--- src/rtl/amf_pkg.sv ---
// Package for the destination address filter.
// Holds the layout constants of the setup frame and the packed mode word.
// Assumes 8-bit setup bytes and 6-byte addresses.
package amf_pkg;

    localparam int SLOT_BYTES = 12;   // setup-frame bytes per table entry
    localparam int ADDR_BYTES = 6;    // address bytes per entry

    typedef struct packed {
        logic promisc;
        logic rx_all;
        logic mcast_all;
        logic inverse;
    } amf_mode_t;

endpackage

--- src/rtl/amf_setup_loader.sv ---
// Setup-frame loader.
// Counts setup bytes and puts address bytes from the strided slot layout
// into a staging copy of the table. At the last byte it raises commit, but
// only if the frame is exactly ENTRIES*12 bytes long.
// Assumes one byte per cycle while cfg_valid is high.
module amf_setup_loader
    import amf_pkg::*;
#(
    parameter int ENTRIES = 16,
    parameter int AW      = 48
) (
    input  logic                  clk,
    input  logic                  rst_n,
    input  logic                  cfg_valid,
    input  logic [7:0]            cfg_byte,
    input  logic                  cfg_last,
    output logic                  busy,
    output logic                  commit,
    output logic [ENTRIES*AW-1:0] stage_flat
);
    localparam int SETUP_LEN = ENTRIES * SLOT_BYTES;
    localparam int LW        = $clog2(SETUP_LEN + 2);
    localparam int EW        = (ENTRIES > 1) ? $clog2(ENTRIES) : 1;
    localparam logic [LW-1:0] LEN_SAT  = LW'(SETUP_LEN + 1);
    localparam logic [LW-1:0] LEN_LAST = LW'(SETUP_LEN - 1);
    localparam logic [LW-1:0] LEN_FULL = LW'(SETUP_LEN);

    logic [LW-1:0] len_cnt;
    logic [EW-1:0] ent_cnt;
    logic [3:0]    rel_cnt;
    logic [AW-1:0] stage [ENTRIES];
    logic [2:0]    byte_idx;
    logic          keep_byte;

    // Position of an address byte inside the slot: relative offsets 0,1,4,5,8,9 give bytes 0..5
    assign byte_idx  = {rel_cnt[3:2], rel_cnt[0]};
    assign keep_byte = cfg_valid && (len_cnt < LEN_FULL) && !rel_cnt[1];

    // Byte, slot and entry counters for the setup frame
    always_ff @(posedge clk) begin
        if (!rst_n) begin
            len_cnt <= '0;
            ent_cnt <= '0;
            rel_cnt <= '0;
        end else if (cfg_valid) begin
            if (cfg_last) begin
                len_cnt <= '0;
                ent_cnt <= '0;
                rel_cnt <= '0;
            end else begin
                if (len_cnt != LEN_SAT)
                    len_cnt <= len_cnt + 1'b1;
                if (rel_cnt == 4'(SLOT_BYTES - 1)) begin
                    rel_cnt <= '0;
                    ent_cnt <= ent_cnt + 1'b1;
                end else begin
                    rel_cnt <= rel_cnt + 1'b1;
                end
            end
        end
    end

    // Staging copy of the table, written byte by byte
    always_ff @(posedge clk) begin
        if (!rst_n) begin
            for (int i = 0; i < ENTRIES; i++)
                stage[i] <= '0;
        end else if (keep_byte) begin
            stage[ent_cnt][AW-1-8*int'(byte_idx) -: 8] <= cfg_byte;
        end
    end

    // Busy flag from the first byte through the last byte of a frame
    always_ff @(posedge clk) begin
        if (!rst_n)
            busy <= 1'b0;
        else if (cfg_valid)
            busy <= !cfg_last;
    end

    // Commit only at the last byte of a frame of exactly the right length
    assign commit = cfg_valid && cfg_last && (len_cnt == LEN_LAST);

    for (genvar g = 0; g < ENTRIES; g++) begin : g_flat
        assign stage_flat[g*AW +: AW] = stage[g];
    end

    // any non-final setup byte leaves busy high in the next cycle
    p_busy_set_r9: assert property (@(posedge clk) disable iff (!rst_n)
        cfg_valid && !cfg_last |=> busy);

    // the final byte clears busy in the next cycle
    p_busy_clear_r9: assert property (@(posedge clk) disable iff (!rst_n)
        cfg_valid && cfg_last |=> !busy);

endmodule

--- src/rtl/amf_cam_table.sv ---
// Perfect-match address table.
// Holds ENTRIES addresses, loads all of them from the staging copy on
// commit, and compares the lookup key with every entry in parallel.
// Assumes commit is a single-cycle pulse from the loader.
module amf_cam_table #(
    parameter int ENTRIES = 16,
    parameter int AW      = 48
) (
    input  logic                  clk,
    input  logic                  rst_n,
    input  logic                  commit,
    input  logic [ENTRIES*AW-1:0] stage_flat,
    input  logic [AW-1:0]         key,
    output logic [ENTRIES-1:0]    hit
);
    logic [ENTRIES*AW-1:0] table_q;

    // Table register: cleared by reset, replaced as a whole on commit
    always_ff @(posedge clk) begin
        if (!rst_n)
            table_q <= '0;
        else if (commit)
            table_q <= stage_flat;
    end

    // One comparator per entry
    for (genvar g = 0; g < ENTRIES; g++) begin : g_cmp
        assign hit[g] = (table_q[g*AW +: AW] == key);
    end

    // without a commit the table does not change
    p_table_hold_r2: assert property (@(posedge clk) disable iff (!rst_n)
        !commit |=> $stable(table_q));

endmodule

--- src/rtl/amf_decide.sv ---
// Decision stage.
// Applies the rules in priority order (broadcast, promiscuous or receive-all,
// multicast pass, then perfect match or inverse) and registers the result
// one cycle after an accepted lookup.
// Assumes hit[] belongs to the same key presented on this cycle.
module amf_decide
    import amf_pkg::*;
#(
    parameter int ENTRIES = 16,
    parameter int AW      = 48
) (
    input  logic               clk,
    input  logic               rst_n,
    input  logic               go,
    input  logic [AW-1:0]      key,
    input  logic [ENTRIES-1:0] hit,
    input  amf_mode_t          mode,
    output logic               res_valid,
    output logic               res_accept,
    output logic               res_ff,
    output logic               res_mf
);
    logic is_bcast;
    logic is_group;
    logic any_hit;
    logic d_accept;
    logic d_ff;
    logic d_mf;

    assign is_bcast = &key;
    assign is_group = key[AW-8];
    assign any_hit  = |hit;

    // Priority chain of the filtering rules
    always_comb begin
        d_accept = 1'b0;
        d_ff     = 1'b0;
        d_mf     = 1'b0;
        if (is_bcast) begin
            d_accept = 1'b1;
        end else if (mode.promisc || mode.rx_all) begin
            d_accept = 1'b1;
            d_ff     = 1'b1;
        end else if (mode.mcast_all && is_group) begin
            d_accept = 1'b1;
            d_mf     = 1'b1;
        end else begin
            d_accept = any_hit ^ mode.inverse;
        end
    end

    // Result register, loaded on each accepted lookup
    always_ff @(posedge clk) begin
        if (!rst_n) begin
            res_valid  <= 1'b0;
            res_accept <= 1'b0;
            res_ff     <= 1'b0;
            res_mf     <= 1'b0;
        end else begin
            res_valid <= go;
            if (go) begin
                res_accept <= d_accept;
                res_ff     <= d_ff;
                res_mf     <= d_mf;
            end
        end
    end

    // broadcast is accepted with clean flags
    p_bcast_r4: assert property (@(posedge clk) disable iff (!rst_n)
        go && is_bcast |=> res_accept && !res_ff && !res_mf);

    // accept-everything modes set the filtering-fail flag
    p_promisc_r5: assert property (@(posedge clk) disable iff (!rst_n)
        go && !is_bcast && (mode.promisc || mode.rx_all) |=> res_accept && res_ff && !res_mf);

    // multicast pass sets the multicast flag
    p_mcast_r6: assert property (@(posedge clk) disable iff (!rst_n)
        go && !is_bcast && !mode.promisc && !mode.rx_all && mode.mcast_all && is_group
        |=> res_accept && res_mf && !res_ff);

    // otherwise the table result, inverted under inverse mode
    p_perfect_r7: assert property (@(posedge clk) disable iff (!rst_n)
        go && !is_bcast && !mode.promisc && !mode.rx_all && !(mode.mcast_all && is_group)
        |=> (res_accept == ($past(any_hit) ^ $past(mode.inverse))) && !res_ff && !res_mf);

    // exactly one result per accepted lookup, one cycle later
    p_result_r8: assert property (@(posedge clk) disable iff (!rst_n)
        go |=> res_valid);
    p_no_result_r8: assert property (@(posedge clk) disable iff (!rst_n)
        !go |=> !res_valid);

endmodule

--- src/rtl/dest_addr_filter.sv ---
// Perfect destination address filter, top level.
// Connects the setup loader, the 16-entry match table and the decision stage.
// A lookup is taken only while no setup frame is streaming.
// Assumes lk_addr carries byte 0 of the address in bits 47:40.
module dest_addr_filter
    import amf_pkg::*;
#(
    parameter int ENTRIES = 16,
    parameter int AW      = 8 * ADDR_BYTES
) (
    input  logic          clk,
    input  logic          rst_n,
    input  logic          cfg_valid,
    input  logic [7:0]    cfg_byte,
    input  logic          cfg_last,
    output logic          cfg_busy,
    input  logic          lk_valid,
    input  logic [AW-1:0] lk_addr,
    input  logic          md_promisc,
    input  logic          md_rx_all,
    input  logic          md_mcast_all,
    input  logic          md_inverse,
    output logic          res_valid,
    output logic          res_accept,
    output logic          res_ff,
    output logic          res_mf
);
    logic                  commit;
    logic [ENTRIES*AW-1:0] stage_flat;
    logic [ENTRIES-1:0]    hit;
    logic                  go;
    amf_mode_t             mode;

    assign go   = lk_valid && !cfg_busy;
    assign mode = '{promisc: md_promisc, rx_all: md_rx_all,
                    mcast_all: md_mcast_all, inverse: md_inverse};

    amf_setup_loader #(.ENTRIES(ENTRIES), .AW(AW)) u_loader (
        .clk        (clk),
        .rst_n      (rst_n),
        .cfg_valid  (cfg_valid),
        .cfg_byte   (cfg_byte),
        .cfg_last   (cfg_last),
        .busy       (cfg_busy),
        .commit     (commit),
        .stage_flat (stage_flat)
    );

    amf_cam_table #(.ENTRIES(ENTRIES), .AW(AW)) u_table (
        .clk        (clk),
        .rst_n      (rst_n),
        .commit     (commit),
        .stage_flat (stage_flat),
        .key        (lk_addr),
        .hit        (hit)
    );

    amf_decide #(.ENTRIES(ENTRIES), .AW(AW)) u_decide (
        .clk        (clk),
        .rst_n      (rst_n),
        .go         (go),
        .key        (lk_addr),
        .hit        (hit),
        .mode       (mode),
        .res_valid  (res_valid),
        .res_accept (res_accept),
        .res_ff     (res_ff),
        .res_mf     (res_mf)
    );

    // a lookup presented while busy yields no result
    p_busy_drop_r9: assert property (@(posedge clk) disable iff (!rst_n)
        lk_valid && cfg_busy |=> !res_valid);

    // the two status flags never appear together
    p_flags_excl_r5: assert property (@(posedge clk) disable iff (!rst_n)
        res_valid |-> !(res_ff && res_mf));

endmodule

--- config.mk ---
export PLATFORM = sky130hd
export DESIGN_NAME = dest_addr_filter
export DESIGN_NICKNAME = d
export VERILOG_FILES = /design/src/rtl/amf_pkg.sv /design/src/rtl/amf_setup_loader.sv /design/src/rtl/amf_cam_table.sv /design/src/rtl/amf_decide.sv /design/src/rtl/dest_addr_filter.sv
export SDC_FILE = /design/constraint.sdc
export NUM_CORES = 2
export LEC_CHECK = 0
export CELL_PAD_IN_SITES_DETAIL_PLACEMENT = 1
export CELL_PAD_IN_SITES_GLOBAL_PLACEMENT = 2
export CORE_MARGIN = 10
export CORE_UTILIZATION = 30
export CTS_CLUSTER_DIAMETER = 100
export DETAILED_ROUTE_END_ITERATION = 10
export PLACE_DENSITY = 0.57
export REMOVE_ABC_BUFFERS = 1
export SKIP_CTS_REPAIR_TIMING = 1
export SLEW_MARGIN = 20
export SYNTH_ARGS = -nofsm -noshare
export SYNTH_HDL_FRONTEND = slang
export SYNTH_HIERARCHICAL = 1
export SYNTH_SLANG_ARGS = --single-unit
--- constraint.sdc ---
create_clock -name clk -period 3.3 [get_ports clk]
set_clock_uncertainty 0.2 [all_clocks]
set_input_delay 0.66 -clock clk [delete_from_list [all_inputs] [get_ports clk]]
set_output_delay 0.66 -clock clk [all_outputs]
set_load 0.005 [all_outputs]
==> results.json <==
{
  "min_path_type": "primary input to flip-flop",
  "grt_setup_unrepaired": "false",
  "drv_cap": 0,
  "drive_gt1_share_pct": 14.71,
  "total_overflow_reported_by_the_global_router": 0,
  "unique_masters_post_synth": 57,
  "synthesis.area_sq_mm": 0.06790,
  "critical-path-slowest-cell": "nor4_1",
  "period_minus_slack_ps": 3221,
  "grt_start_max_net_pins": 88,
  "crit_arrival_ps": 3720,
  "finalPower_uw": 43280,
  "post_drt_wl_per_cell_um": 30.67,
  "grt.total_usage_pct": 22.42,
  "max-clock-path-buffers": 3,
  "instances_no_fill": 9232,
  "cts_root_buffer": "clkbuf_16",
  "report.final.setup_viol": 0,
  "static-leakage-power_uw": 0.03082,
  "cts_inserted_buffers": 182,
  "placed_cells_incl_taps": 8885,
  "setup.worst_path.end_class": "flip-flop",
  "h-tree-depth": 4,
  "commonest_cells_in_the_synthesized_netlist": "dfxtp_1, nor2b_1, mux2i_1, edfxtp_1, xor2_1",
  "yosys_most_used_dff": "dfxtp_1",
  "slew-limit-headroom_pct": 45.45,
  "clk_transition_reported_paths_ps": 60,
  "data_required_time_at_the_worst_endpoint_ps": 3800,
  "floorplan.initialDensity_pct": 30.16,
  "ys_seq_area_share_pct": 57.22,
  "remaining_drc_errors": 0,
  "number_of_global_route_vias_before_repair": 46690,
  "insertion_delay_ps": 840,
  "floorplan.core_area_sq_mm": 0.2251,
  "initialDrtViolationCount": 3540,
  "ys_seq_elements": 1557,
  "fin_nets": 6152,
  "place.gp.congestion": 0.8293,
  "synth-edff-count": 768,
  "maxSlewViolCount": 0,
  "die_outline_area_sq_mm": 0.2458,
  "r2r_setup_slack_ps": 80,
  "final.period_utilization_pct": 97.60,
  "route.antenna.remaining_nets": 0,
  "detailroute.via_count": 45620,
  "post-synth-top-area-cell": "edfxtp_1",
  "grt_antenna_before_repair": 18,
  "post_synth_inst_count": 5703,
  "final-hold-violation-count": 0,
  "yosys_warnings": 6,
  "crit_path_largest_cell_delay_ps": 580,
  "floorplan.die.height_um": 495.8,
  "die_width_um": 495.8,
  "drt-total-wl_um": 283200,
  "tritoncts_num_sinks": 1557,
  "worst_ir_drop_vdd_uv": 562.0,
  "floorplan.rows": 174,
  "grt_pass1_wl_um": 387500,
  "cts_tree": "done",
  "path_max_fanout": 2,
  "p_per_area_mw_per_mm2": 529.4,
  "postPlaceCellArea_sq_mm": 0.07604,
  "logic_depth_of_the_worst_register_to_register_path": 9,
  "worst_setup_path_category": "flip-flop to flip-flop",
  "rr_startpoint": "u_table/table_q[47]$_SDFFE_PN0P_",
  "synthTopCellsByArea": "edfxtp_1, dfxtp_1, mux2i_1",
  "worst_pin_slew_ps": 815.4,
  "outcome": "finished, final reports clean",
  "netlist.area_leader.share_pct": 33.96,
  "achievable-frequency_mhz": 310.5,
  "r2r_end": "u_decide/res_accept$_SDFFE_PN0P_",
  "async_reset_ff_share_pct": 0,
  "ioPinCount": 70,
  "postLayoutCellArea_sq_mm": 0.08175,
  "min_from": "cfg_byte[7]",
  "placement.io_buffers": 69,
  "timing.critical_path.from_type": "flip-flop",
  "crit_path_cell_trace": "xor2_1, nor4_1, buf_4, nand4_1, nor3_2, nor4_1, nand4_1, xnor2_1, a31oi_1",
  "hpwlAfterDp_um": 194800,
  "post-synth-top-count-cell": "dfxtp_1",
  "hold_endpoint": "u_loader/stage[13][7]$_SDFFCE_PN0P_",
  "timing.hold.worst_path_depth": 3,
  "drt_first_pass_iters": 5,
  "synth.avg_cell_area_sq_um": 11.91,
  "via_per_inst": 4.942,
  "area_growth_syn_to_layout_pct": 20.39
}
[routing by layer]
layer | routed length [um] | global-route usage, % | vias to the layer above
met5 | 13 | 0 | -
met4 | 7804 | 5.915 | 2
met3 | 12330 | 2.619 | 328
met2 | 134400 | 37.40 | 1153
met1 | 128700 | 30.77 | 23860
li1 | - | - | 20280
[cell type report]
type | instances | area (sq um)
Multi-Input combinational cell | 3680 | 26500
Inverter | 9 | 43.79
Timing Repair Buffer | 648 | 6912
Clock buffer | 268 | 5205
Fill cell | 24090 | 143400
Antenna cell | 8 | 20.02
Tap cell | 2992 | 3744
Sequential cell | 1557 | 38860
Clock inverter | 70 | 474.2
[per-stage QoR]
stage,util [%],TNS (ps),hold slack (ps),setup slack (ps)
after floorplan,-,-,265.7,-114630
after CTS,36.30,-186.5,-63.83,-186.5
after detailed placement,33.78,-756.1,261.0,-756.1
final,36.32,0,93.83,79.32
after global routing,36.31,0,75.75,20.56
after global placement,33.77,-1145,269.9,-1145
[cell usage in the layout (no fill, tap or decap), types with 4 or more instances in the layout]
cell,synthesis,final
nor2b_1,777,777
o21ai_0,11,11
xor2_1,767,767
nand3b_1,4,4
clkbuf_1,256,60
clkinv_1,1,30
clkinv_2,0,28
and3_1,333,332
ha_1,9,9
buf_4,73,412
nor3_1,9,8
dfxtp_1,789,789
mux2i_1,770,770
edfxtp_1,768,768
nand2_1,197,197
nor3_2,11,12
nand3_1,5,5
a21boi_0,8,8
buf_2,57,50
buf_12,3,170
nand2b_2,0,5
inv_1,7,7
clkdlybuf4s50_1,0,14
clkbuf_16,0,188
nand4_1,64,64
clkbuf_8,0,20
diode_2,0,8
nor4_1,200,198
and2_1,20,20
nor2_1,447,447
[worst max-delay path by stage]
stage | cells after the start | slack (ps) | startpoint | endpoint
after floorplan | 3 | -114630 | u_loader/len_cnt[7]$_SDFFE_PN0P_ | u_table/table_q[0]$_SDFFE_PN0P_
after global placement | 9 | -1150 | lk_addr[28] | u_decide/res_accept$_SDFFE_PN0P_
after detailed placement | 10 | -760 | lk_addr[2] | u_decide/res_accept$_SDFFE_PN0P_
after CTS | 8 | -190 | u_table/table_q[9]$_SDFFE_PN0P_ | u_decide/res_accept$_SDFFE_PN0P_
after global routing | 9 | 20 | u_table/table_q[47]$_SDFFE_PN0P_ | u_decide/res_accept$_SDFFE_PN0P_
final | 9 | 80 | u_table/table_q[47]$_SDFFE_PN0P_ | u_decide/res_accept$_SDFFE_PN0P_
[power breakdown]
part	leakage (uW)	switching, uW	internal, uW
clock network	0.00278	8520	11100
registers	0.0139	138	20700
logic	0.0141	1920	922
total	0.0308	10600	32700
[flip-flops by register name, indices dropped and copies added, names as in the netlist]
| name | cells |
|---|---|
| u_loader/stage | 768 |
| u_table/table_q | 768 |
| u_loader/len_cnt | 8 |
| u_loader/ent_cnt | 4 |
| u_loader/rel_cnt | 4 |
| u_decide/res_accept | 1 |
| u_decide/res_ff | 1 |
| u_decide/res_mf | 1 |
| u_decide/res_valid | 1 |
| u_loader/busy | 1 |
[kinds of logic after synthesis]
| logic type | after synthesis | share of synthesized area, % |
|---|---|---|
| flops | 1557 | 57.22 |
| compound gates | 36 | 0.3667 |
| simple gates | 2096 | 17.10 |
| fa+ha+maj | 9 | 0.1658 |
| buf+inv | 466 | 3.858 |
| mux | 770 | 11.35 |
| xor+xnor | 769 | 9.930 |
[critical path: cells and delay by family, from the launching register on]
kind | cells | cell delay [ps]
AO/OA/AOI/OAI | 1 | 110
XOR/XNOR | 2 | 780
buffers and inverters | 1 | 170
flip-flops | 1 | 420
AND/OR/NAND/NOR | 5 | 1390
Note: power is estimated with default switching activity, not from simulation.
